[src/rtl/ar_pkg.sv]
package ar_pkg;
  typedef enum logic [1:0] {
    EXC_NONE = 2'd0,
    EXC_HIGH = 2'd1,
    EXC_LOW  = 2'd2
  } excursion_e;

  localparam int DIR_DOWN = 0;
  localparam int DIR_UP   = 1;
  localparam int NUM_DIRS = 2;
endpackage

[src/rtl/ar_classify.sv]
module ar_classify
  import ar_pkg::*;
#(
  parameter int SAMPLE_W = 16
) (
  input  logic [SAMPLE_W-1:0] data,
  input  logic [SAMPLE_W-1:0] thr_hi,
  input  logic [SAMPLE_W-1:0] thr_lo,
  output excursion_e          exc
);
  // High side is tested first: saturation protection outranks gain increase.
  always_comb begin
    if (data > thr_hi)      exc = EXC_HIGH;
    else if (data < thr_lo) exc = EXC_LOW;
    else                    exc = EXC_NONE;
  end
endmodule

[src/rtl/ar_debounce.sv]
module ar_debounce #(
  parameter int CNT_W = 8
) (
  input  logic             clk,
  input  logic             rst,
  input  logic             step,
  input  logic             hit,
  input  logic             clear,
  input  logic [CNT_W-1:0] need,
  output logic             fire
);
  logic [CNT_W-1:0] run;
  logic [CNT_W-1:0] run_inc;

  assign run_inc = (run == {CNT_W{1'b1}}) ? run : run + 1'b1;
  assign fire    = step && hit && (run_inc >= need);

  always_ff @(posedge clk) begin
    if (rst)        run <= '0;
    else if (clear) run <= '0;
    else if (step)  run <= hit ? run_inc : '0;
  end

  // a settled sample that misses this direction restarts the run
  assert_run_restart_R4: assert property (@(posedge clk) disable iff (rst)
    (step && !hit) |=> (run == '0));

  // a cleared run restarts at zero
  assert_run_clear_R6: assert property (@(posedge clk) disable iff (rst)
    clear |=> (run == '0));
endmodule

[src/rtl/ar_holdoff.sv]
module ar_holdoff #(
  parameter int HOLD_W = 16
) (
  input  logic              clk,
  input  logic              rst,
  input  logic              load,
  input  logic              tick,
  input  logic [HOLD_W-1:0] len,
  output logic              busy
);
  logic [HOLD_W-1:0] cnt;

  assign busy = (cnt != '0);

  // Reset loads the holdoff so the first data after reset is unsettled.
  always_ff @(posedge clk) begin
    if (rst)               cnt <= len;
    else if (load)         cnt <= len;
    else if (tick && busy) cnt <= cnt - 1'b1;
  end

  // a nonzero holdoff loaded by a switch is active on the next cycle
  assert_hold_start_R6: assert property (@(posedge clk) disable iff (rst)
    (load && len != '0) |=> busy);

  // the timer only advances on sample clocks
  assert_hold_idle_R9: assert property (@(posedge clk) disable iff (rst)
    (!tick && !load) |=> $stable(cnt));
endmodule

[src/rtl/ar_range.sv]
module ar_range #(
  parameter int NUM_RANGES = 6,
  localparam int RANGE_W = (NUM_RANGES > 1) ? $clog2(NUM_RANGES) : 1
) (
  input  logic               clk,
  input  logic               rst,
  input  logic               dec_req,
  input  logic               inc_req,
  output logic [RANGE_W-1:0] idx,
  output logic               switched
);
  localparam logic [RANGE_W-1:0] MAX_IDX = RANGE_W'(NUM_RANGES - 1);

  logic can_dec;
  logic can_inc;

  assign can_dec  = dec_req && (idx != '0);
  assign can_inc  = inc_req && !dec_req && (idx != MAX_IDX);
  assign switched = can_dec || can_inc;

  always_ff @(posedge clk) begin
    if (rst)          idx <= '0;
    else if (can_dec) idx <= idx - 1'b1;
    else if (can_inc) idx <= idx + 1'b1;
  end

  // index never leaves the legal span
  assert_idx_bound_R7: assert property (@(posedge clk) disable iff (rst)
    idx <= MAX_IDX);

  // requests at the ends leave the index alone
  assert_idx_floor_R7: assert property (@(posedge clk) disable iff (rst)
    (idx == '0 && !inc_req) |=> (idx == '0));

  // with both requests present, the index falls
  assert_dec_priority_R8: assert property (@(posedge clk) disable iff (rst)
    (dec_req && inc_req && idx != '0) |=> (idx == $past(idx) - 1'b1));
endmodule

[src/rtl/autorange_ctrl.sv]
module autorange_ctrl
  import ar_pkg::*;
#(
  parameter int SAMPLE_W   = 16,
  parameter int NUM_RANGES = 6,
  parameter int CNT_W      = 8,
  parameter int HOLD_W     = 16,
  localparam int RANGE_W = (NUM_RANGES > 1) ? $clog2(NUM_RANGES) : 1
) (
  input  logic                clk,
  input  logic                rst,
  input  logic                smp_valid,
  input  logic [SAMPLE_W-1:0] smp_data,
  input  logic [SAMPLE_W-1:0] thr_hi,
  input  logic [SAMPLE_W-1:0] thr_lo,
  input  logic [CNT_W-1:0]    cnt_down,
  input  logic [CNT_W-1:0]    cnt_up,
  input  logic [HOLD_W-1:0]   hold_len,
  output logic [RANGE_W-1:0]  range_sel,
  output logic                out_valid,
  output logic [SAMPLE_W-1:0] out_data,
  output logic [RANGE_W-1:0]  out_range,
  output logic                out_settled
);
  excursion_e       exc;
  logic             busy;
  logic             accept;
  logic             clear_runs;
  logic             switched;
  logic [CNT_W-1:0] need_dn;
  logic [CNT_W-1:0] need_up;
  logic [NUM_DIRS-1:0]  fire;
  logic [NUM_DIRS-1:0]  hit;
  logic [CNT_W-1:0] need [NUM_DIRS];

  ar_classify #(.SAMPLE_W(SAMPLE_W)) u_cls (
    .data(smp_data), .thr_hi(thr_hi), .thr_lo(thr_lo), .exc(exc)
  );

  ar_holdoff #(.HOLD_W(HOLD_W)) u_hold (
    .clk(clk), .rst(rst), .load(switched), .tick(smp_valid),
    .len(hold_len), .busy(busy)
  );

  // Decisions are made only on samples outside the holdoff.
  assign accept = smp_valid && !busy;

  // Zero counts mean one; up-range never needs fewer samples than down-range.
  assign need_dn = (cnt_down == '0) ? CNT_W'(1) : cnt_down;
  assign need_up = (cnt_up > need_dn) ? cnt_up : need_dn;

  assign hit[DIR_DOWN]  = (exc == EXC_HIGH);
  assign hit[DIR_UP]    = (exc == EXC_LOW);
  assign need[DIR_DOWN] = need_dn;
  assign need[DIR_UP]   = need_up;

  // Runs restart during holdoff and whenever either direction qualifies.
  assign clear_runs = smp_valid && (busy || (|fire));

  for (genvar d = 0; d < NUM_DIRS; d++) begin : g_dir
    ar_debounce #(.CNT_W(CNT_W)) u_deb (
      .clk(clk), .rst(rst), .step(accept), .hit(hit[d]),
      .clear(clear_runs), .need(need[d]), .fire(fire[d])
    );
  end

  ar_range #(.NUM_RANGES(NUM_RANGES)) u_rng (
    .clk(clk), .rst(rst),
    .dec_req(fire[DIR_DOWN]), .inc_req(fire[DIR_UP]),
    .idx(range_sel), .switched(switched)
  );

  always_ff @(posedge clk) begin
    if (rst) begin
      out_valid   <= 1'b0;
      out_data    <= '0;
      out_range   <= '0;
      out_settled <= 1'b0;
    end else begin
      out_valid <= smp_valid;
      if (smp_valid) begin
        out_data    <= smp_data;
        out_range   <= range_sel;
        out_settled <= !busy;
      end
    end
  end

  // gain only falls after a high excursion on a settled sample
  assert_down_cause_R2: assert property (@(posedge clk) disable iff (rst)
    (range_sel < $past(range_sel)) |-> $past(accept && exc == EXC_HIGH));

  // gain only rises after a low excursion on a settled sample
  assert_up_cause_R3: assert property (@(posedge clk) disable iff (rst)
    (range_sel > $past(range_sel)) |-> $past(accept && exc == EXC_LOW));

  // each sample emerges one clock later tagged with the index it saw
  assert_tag_latency_R9: assert property (@(posedge clk) disable iff (rst)
    smp_valid |=> (out_valid && out_range == $past(range_sel)
                   && out_data == $past(smp_data)));

  // no sample clock, no range movement
  assert_idle_stable_R9: assert property (@(posedge clk) disable iff (rst)
    !smp_valid |=> (!out_valid && $stable(range_sel)));
endmodule

[config.mk]
export PLATFORM = sky130hd
export DESIGN_NAME = autorange_ctrl
export DESIGN_NICKNAME = d
export VERILOG_FILES = /design/src/rtl/ar_pkg.sv /design/src/rtl/ar_classify.sv /design/src/rtl/ar_debounce.sv /design/src/rtl/ar_holdoff.sv /design/src/rtl/ar_range.sv /design/src/rtl/autorange_ctrl.sv
export SDC_FILE = /design/constraint.sdc
export NUM_CORES = 1
export LEC_CHECK = 0
export BUFFER_PORTS_ARGS = -buffer_cell sky130_fd_sc_hd__buf_2
export CAP_MARGIN = 0
export CORE_MARGIN = 8
export CORE_UTILIZATION = 55
export CTS_CLUSTER_SIZE = 16
export DETAILED_ROUTE_END_ITERATION = 10
export GPL_ROUTABILITY_DRIVEN = 0
export PLACE_DENSITY = 0.82
export SLEW_MARGIN = 20
export SYNTH_ARGS = -nofsm -noshare
export SYNTH_HDL_FRONTEND = slang
export SYNTH_SLANG_ARGS = --single-unit
[constraint.sdc]
create_clock -name clk -period 6.5 [get_ports clk]
set_input_delay 0.65 -clock clk [delete_from_list [all_inputs] [get_ports clk]]
set_output_delay 0.65 -clock clk [all_outputs]
set_load 0.02 [all_outputs]
* Word level (Yosys, flattened, before mapping)
Cells that the tools add are included.
** Storage, ports and cells
- Register bits after elaboration :: 56
- Bits in latches :: 0
- Bits in writable memories :: 0
- Memory bits (read-only) :: 0
- Output and inout bits :: 24
- Memories kept :: 0
** Cells by class
- Add/subtract/negate cells :: 5
- $mul :: 0
- Div/mod/pow operators :: 0
- Order comparisons :: 5
- Equal/unequal tests :: 5
- Shift operators :: 0
- Mux-type cells :: 13
- Bitwise gates (word level) :: 0
- Reductions and logical operators :: 21
** Operator list (number)
- 16-bit 2-to-1 mux :: 3
- 8-bit 2-to-1 mux :: 6
- 8-bit by 1-bit adder with 8-bit output (second input constant) :: 2
- 8-bit == test (second input constant) :: 2
- 8-bit greater-or-equal comparator :: 2
- 16-bit greater-than comparator :: 1
- 16-bit less-than comparator :: 1
- 16-bit nonzero test :: 1
- 16-bit by 1-bit subtractor with 16-bit output (second input constant) :: 1
- 1-bit logical AND :: 10
- 8-bit greater-than comparator :: 1
- 8-bit logical NOT :: 1
- 3-bit 2-to-1 mux :: 2
- 3-bit nonzero test :: 2
- 2-bit 2-to-1 mux :: 2
- 2-bit OR reduction :: 2
- 3-bit by 1-bit adder with 3-bit output (second input constant) :: 1
- 3-bit != test (second input constant) :: 1
- 3-bit by 1-bit subtractor with 3-bit output (second input constant) :: 1
- 2-bit by 1-bit == test with 1-bit output (second input constant) :: 1
- 2-bit == test (second input constant) :: 1
- 1-bit logical NOT :: 2
- 1-bit logical OR :: 2
- 2-bit nonzero test :: 1

* Logic depth before layout (Yosys ltp)
- Depth in word-level cells :: 12
- Gate-level depth with buffers :: 21

* By module
Synthesis repeated with hierarchy kept, for this count alone.
** Second synthesis, totals
- Cells, all modules :: 544
- Area, all modules :: 4618.2 µm²
** Modules (own cells, without submodules)
- ar_debounce :: times used 2, cells each 98, area each 763.2 µm²
- autorange_ctrl :: times used 1, cells each 116, area each 1098.6 µm²
- ar_holdoff :: times used 1, cells each 92, area each 962.2 µm²
- ar_classify :: times used 1, cells each 109, area each 775.7 µm²
- ar_range :: times used 1, cells each 31, area each 255.2 µm²

* Least setup slack after synthesis
Ideal clock, no wire load.
- Path type :: input-to-reg
- From :: input port cnt_down[6]
- To :: register u_hold.cnt[0], enable pin
- Arrival time :: 4385 ps
- Data required time :: 6128 ps
- Path slack :: 1744 ps
- Stages on the path :: 21
- Buffers on the path :: 3
- Cell sequence :: nor4_1 -> a41o_1 -> ha_1 -> nor2b_1 -> o21a_1 -> o21a_1 -> o21a_1 -> o21bai_1 -> a22o_1 -> clkbuf_1 -> mux2_2 -> ha_1 -> nand2b_1 -> a31oi_1 -> o21ai_0 -> o211a_1 -> o21ai_0 -> o21a_1 -> buf_6 -> buf_8 -> nand2_1
** Between the ends
- Word-level cells in the longest chain between the ends :: 10
- Elaborated cells between the ends (all ways) :: 14
** Ends and longest elaborated chain
- from (decl) :: line autorange_ctrl.sv:16 : input logic [CNT_W-1:0] cnt_down,
- 8-bit logical NOT :: line autorange_ctrl.sv:49 : assign need_dn = (cnt_down == '0) ? CNT_W'(1) : cnt_down;
- 8-bit 2-to-1 mux * :: line autorange_ctrl.sv:49
- 8-bit greater-than comparator :: line autorange_ctrl.sv:50 : assign need_up = (cnt_up > need_dn) ? cnt_up : need_dn;
- 8-bit 2-to-1 mux :: line autorange_ctrl.sv:50
- 8-bit greater-or-equal comparator :: line ar_debounce.sv:16 : assign fire = step && hit && (run_inc >= need);
- 1-bit logical AND :: line ar_debounce.sv:16
- 1-bit logical AND (2 in series) :: line ar_range.sv:18 : assign can_inc = inc_req && !dec_req && (idx != MAX_IDX);
- 1-bit logical OR * :: line ar_range.sv:19 : assign switched = can_dec || can_inc;
- 3-bit nonzero test (no line) *
- to (signal assigned) :: line ar_holdoff.sv:17 : if (rst) cnt <= len;
- to (signal assigned) :: line ar_holdoff.sv:18 : else if (load) cnt <= len;
- to (signal assigned) :: line ar_holdoff.sv:19 : else if (tick && busy) cnt <= cnt - 1'b1;
- to (decl) :: line ar_holdoff.sv:11 : logic [HOLD_W-1:0] cnt;
Every way passes the cells marked *; elsewhere a longest branch is shown, timed or not.
A chain may end at the register's enable or synchronous reset.

* Worst setup path after layout
- From :: input port cnt_down[6]
- To :: register u_hold.cnt[12], enable pin
Same word-level chain as after synthesis.

==> impl_metrics.py <==
metrics = {
    "grt": {
        "overflow": 0,
        "grt_usage_pct": 19.3,
        "grt.busiest_layer": "met2",
        "grt_pass1_wl_um": 18200,
        "antenna_found_initial": 0,
        "grtUsageMet2_pct": 33.6,
        "grt_pass1_vias": 3942,
        "grt_use_met3_pct": 4.69,
        "met1_usage_pct": 22.2,
        "grt_max_degree": 28,
    },
    "pwr": {
        "p_per_area_nw_per_um2": 160,
        "p_leak_nw": 2.58,
        "peakVddDrop_v": 0.0000879,
    },
    "detailed_routing": {
        "drt_iter0_drc": 196,
        "route.vias.total": 3913,
        "drt_first_pass_iters": 4,
        "drt_wl_total_um": 10800,
        "via_per_inst": 5.61,
        "drt-wirelength-per-cell_um": 15.5,
        "drc": 0,
        "final_antenna_net_count": 0,
    },
    "critical_path": {
        "crit_required_ns": 6.42,
        "crit_fanout": 16,
        "path_class": "in2reg",
        "worst_ep_arrival_time_ns": 5.02,
        "crit_top_cell": "o21a_1",
        "end_kind": "flop",
        "slowest_delay_ns": 0.55,
        "r2r_slack_ns": 2.35,
        "path_cells": "buf_2 -> nor4_1 -> a41o_1 -> ha_1 -> nor2b_1 -> o21a_1 -> o21a_1 -> o21a_1 -> o21bai_1 -> a22o_1 -> mux2_2 -> ha_1 -> nand2b_1 -> a31oi_1 -> o21ai_0 -> o211a_1 -> o21ai_0 -> o21a_1 -> nand2_1",
        "cp_top_family": "compound AO/OA/AOI/OAI gates",
        "critPathBufInv": 1,
        "crit_path_start_kind": "input port",
        "slowest_stage": "nand2_1",
    },
    "finish": {
        "finalNonFillerCells": 698,
        "register_area_um2": 1280,
        "drive_gt1_share_pct": 24.0,
        "multi_input_area_um2": 2850,
        "final_util_pct": 66.0,
        "nFillCells": 630,
        "area_delta_synth_final_pct": 16.2,
        "diodes": 0,
        "layout.nets": 737,
    },
    "die": {
        "num_rows": 32,
        "core_area_um2": 7730,
        "start_util_pct": 56.8,
        "die_h_um": 105,
        "die_area_um2": 11100,
        "chipWidth_um": 105,
        "ios": 107,
    },
    "synth": {
        "synth-xor-area-share_pct": 3.99,
        "syn-num-nets": 635,
        "synth_top_cell_by_area": "dfxtp_1",
        "synthMuxAreaShare_pct": 12.2,
        "synth_commonest_cells": "ha_1, nor2_1, inv_1",
        "synth_most_common_cell": "ha_1",
        "synth_area_per_cell_um2": 8.90,
        "yosys.area_share.simple_pct": 18.9,
        "synth_top_area_share_pct": 18.2,
        "synth_ff_type": "dfxtp_1",
        "synth_cells": 493,
        "synth_fa_ha_area_share_pct": 17.0,
        "syn_area_um2": 4390,
        "synth_edf_count": 16,
        "yosys_warnings": 0,
        "synth_top_family_by_area": "simple AND/OR/NAND/NOR gates",
        "synth_compound_area_share_pct": 12.7,
        "synth_cell_types": 56,
        "seq_area_frac_synth_pct": 29.2,
        "ys_seq_elements": 56,
        "synth.area.top_cells": "dfxtp_1, ha_1, edfxtp_1",
        "async_flop_share_pct": 0,
    },
    "timing": {
        "slew_headroom_pct": 47.9,
        "drv_slew": 0,
        "tns_ns": 0,
        "fin_worst_skew_ns": 0.0109,
        "hold_viol_final": 0,
        "rsz0062_at_grt": "false",
        "period_needed_ns": 5.10,
        "setup_violations": 0,
        "tightest_slew_ns": 0.781,
        "finalCritPeriodShare_pct": 78.5,
        "fmax_ghz": 0.196,
    },
    "placement": {
        "dp_cells": 690,
        "io_buffers": 106,
        "place_hpwl_um": 8750,
    },
    "cts": {
        "cts_num_sinks": 56,
        "cts_made_buffers": 5,
        "cts_tree": "yes",
        "htreeDepth": 2,
        "ctsResizeCount": 0,
        "path_clk_slew_ns": 0.10,
        "clkLatencyLatePin_ns": 0.32,
        "cts_setup_buffers": 0,
        "root_buffer": "clkbuf_8",
        "ctsHoldBuffers": 0,
        "cts_buffer_depth": 2,
    },
    "worst_hold_path": {
        "hold_path.class": "reg2reg",
    },
    "status": {
        "outcome": "complete, no violations",
    },
    "job": {
        "drv_cap": 0,
    },
}
[worst min-delay path: stages (launching register included)]
cell	delay (ns)
dfxtp_1	0.33
nand2_1	0.05
a21oi_1	0.05
[area by class of cell]
type / count / area share [%]
multi-input cells: 373 / 55.8
well taps: 102 / 2.50
clock buffers: 6 / 1.42
inverters: 52 / 3.83
flip-flops and latches: 56 / 25.1
repair buffers: 107 / 10.5
clock inverters: 2 / 0.760
[per-layer routing]
layer | vias to the layer above | wire (um)
met3 | 15 | 831
met4 | 0 | 204
met2 | 136 | 5190
li1 | 1965 | -
met5 | - | 0
met1 | 1797 | 4620
[report_power, final]
group	total [mW]	switching (mW)	internal [mW]
Combinational	0.186	0.100	0.0860
Sequential	0.396	0.0151	0.381
Clock	0.234	0.117	0.117
[path summary, 6_finish.rpt]
| kind | from | endpoint | cells past startpoint |
|---|---|---|---|
| setup reg to reg | g_dir[0].u_deb.run[0] | u_hold.cnt[12] | 11 |
| hold reg to reg | g_dir[0].u_deb.run[6] | g_dir[0].u_deb.run[6] | 2 |
| setup / recovery | cnt_down[6] | u_hold.cnt[12] | 19 |
| hold / removal | g_dir[0].u_deb.run[6] | g_dir[0].u_deb.run[6] | 2 |
[cells in the final DEF (no fill, tap or decap), types with 2 or more instances in the layout]
cell type  count
a21oi_1       33
nand2b_1       6
nor4_1         4
a22o_1         2
or3_1          5
nand3_1       16
clkbuf_8       5
xnor2_1       13
a211oi_1       3
o211a_1        2
a31oi_1        4
nor3_1         7
o21a_1         4
nor2b_1        3
a21o_1         5
nand4_1       12
a22oi_1        8
dfxtp_1       40
mux2_2        13
mux2i_1       27
buf_2        106
xor2_1         7
ha_1          58
nand2_1       35
or4_1          3
inv_1         52
mux2_4         8
o21ai_0       17
and3_1         2
nor2_1        53
edfxtp_1      16
nor3b_1        2
[per-stage QoR]
step	hold slack (ns)	cell area [um^2]	setup WS, ns	power [mW]
2_1_floorplan	0.432	4390	1.74	0.524
3_3_place_gp	0.439	4990	1.30	0.579
3_5_place_dp	0.456	4990	1.08	0.589
4_1_cts	0.469	5100	1.42	0.822
5_1_grt	0.485	5100	1.09	0.861
6_report	0.472	5100	1.40	0.817
[cells by family (layout without fill, tap and decap cells)]
kind of cell | after synthesis | count (layout)
xor+xnor | 20 | 20
buf+inv | 64 | 167
simple gates | 158 | 158
compound gates | 88 | 88
mux | 48 | 48
fa+ha+maj | 59 | 59
flops | 56 | 56
[registers in the layout, summed over array words and instances (netlist names)]
signal,count
g_dir.u_deb.run,16
out_data,16
out_range,3
out_settled,1
out_valid,1
u_hold.cnt,16
u_rng.idx,3
(Power assumes the default switching activity.)
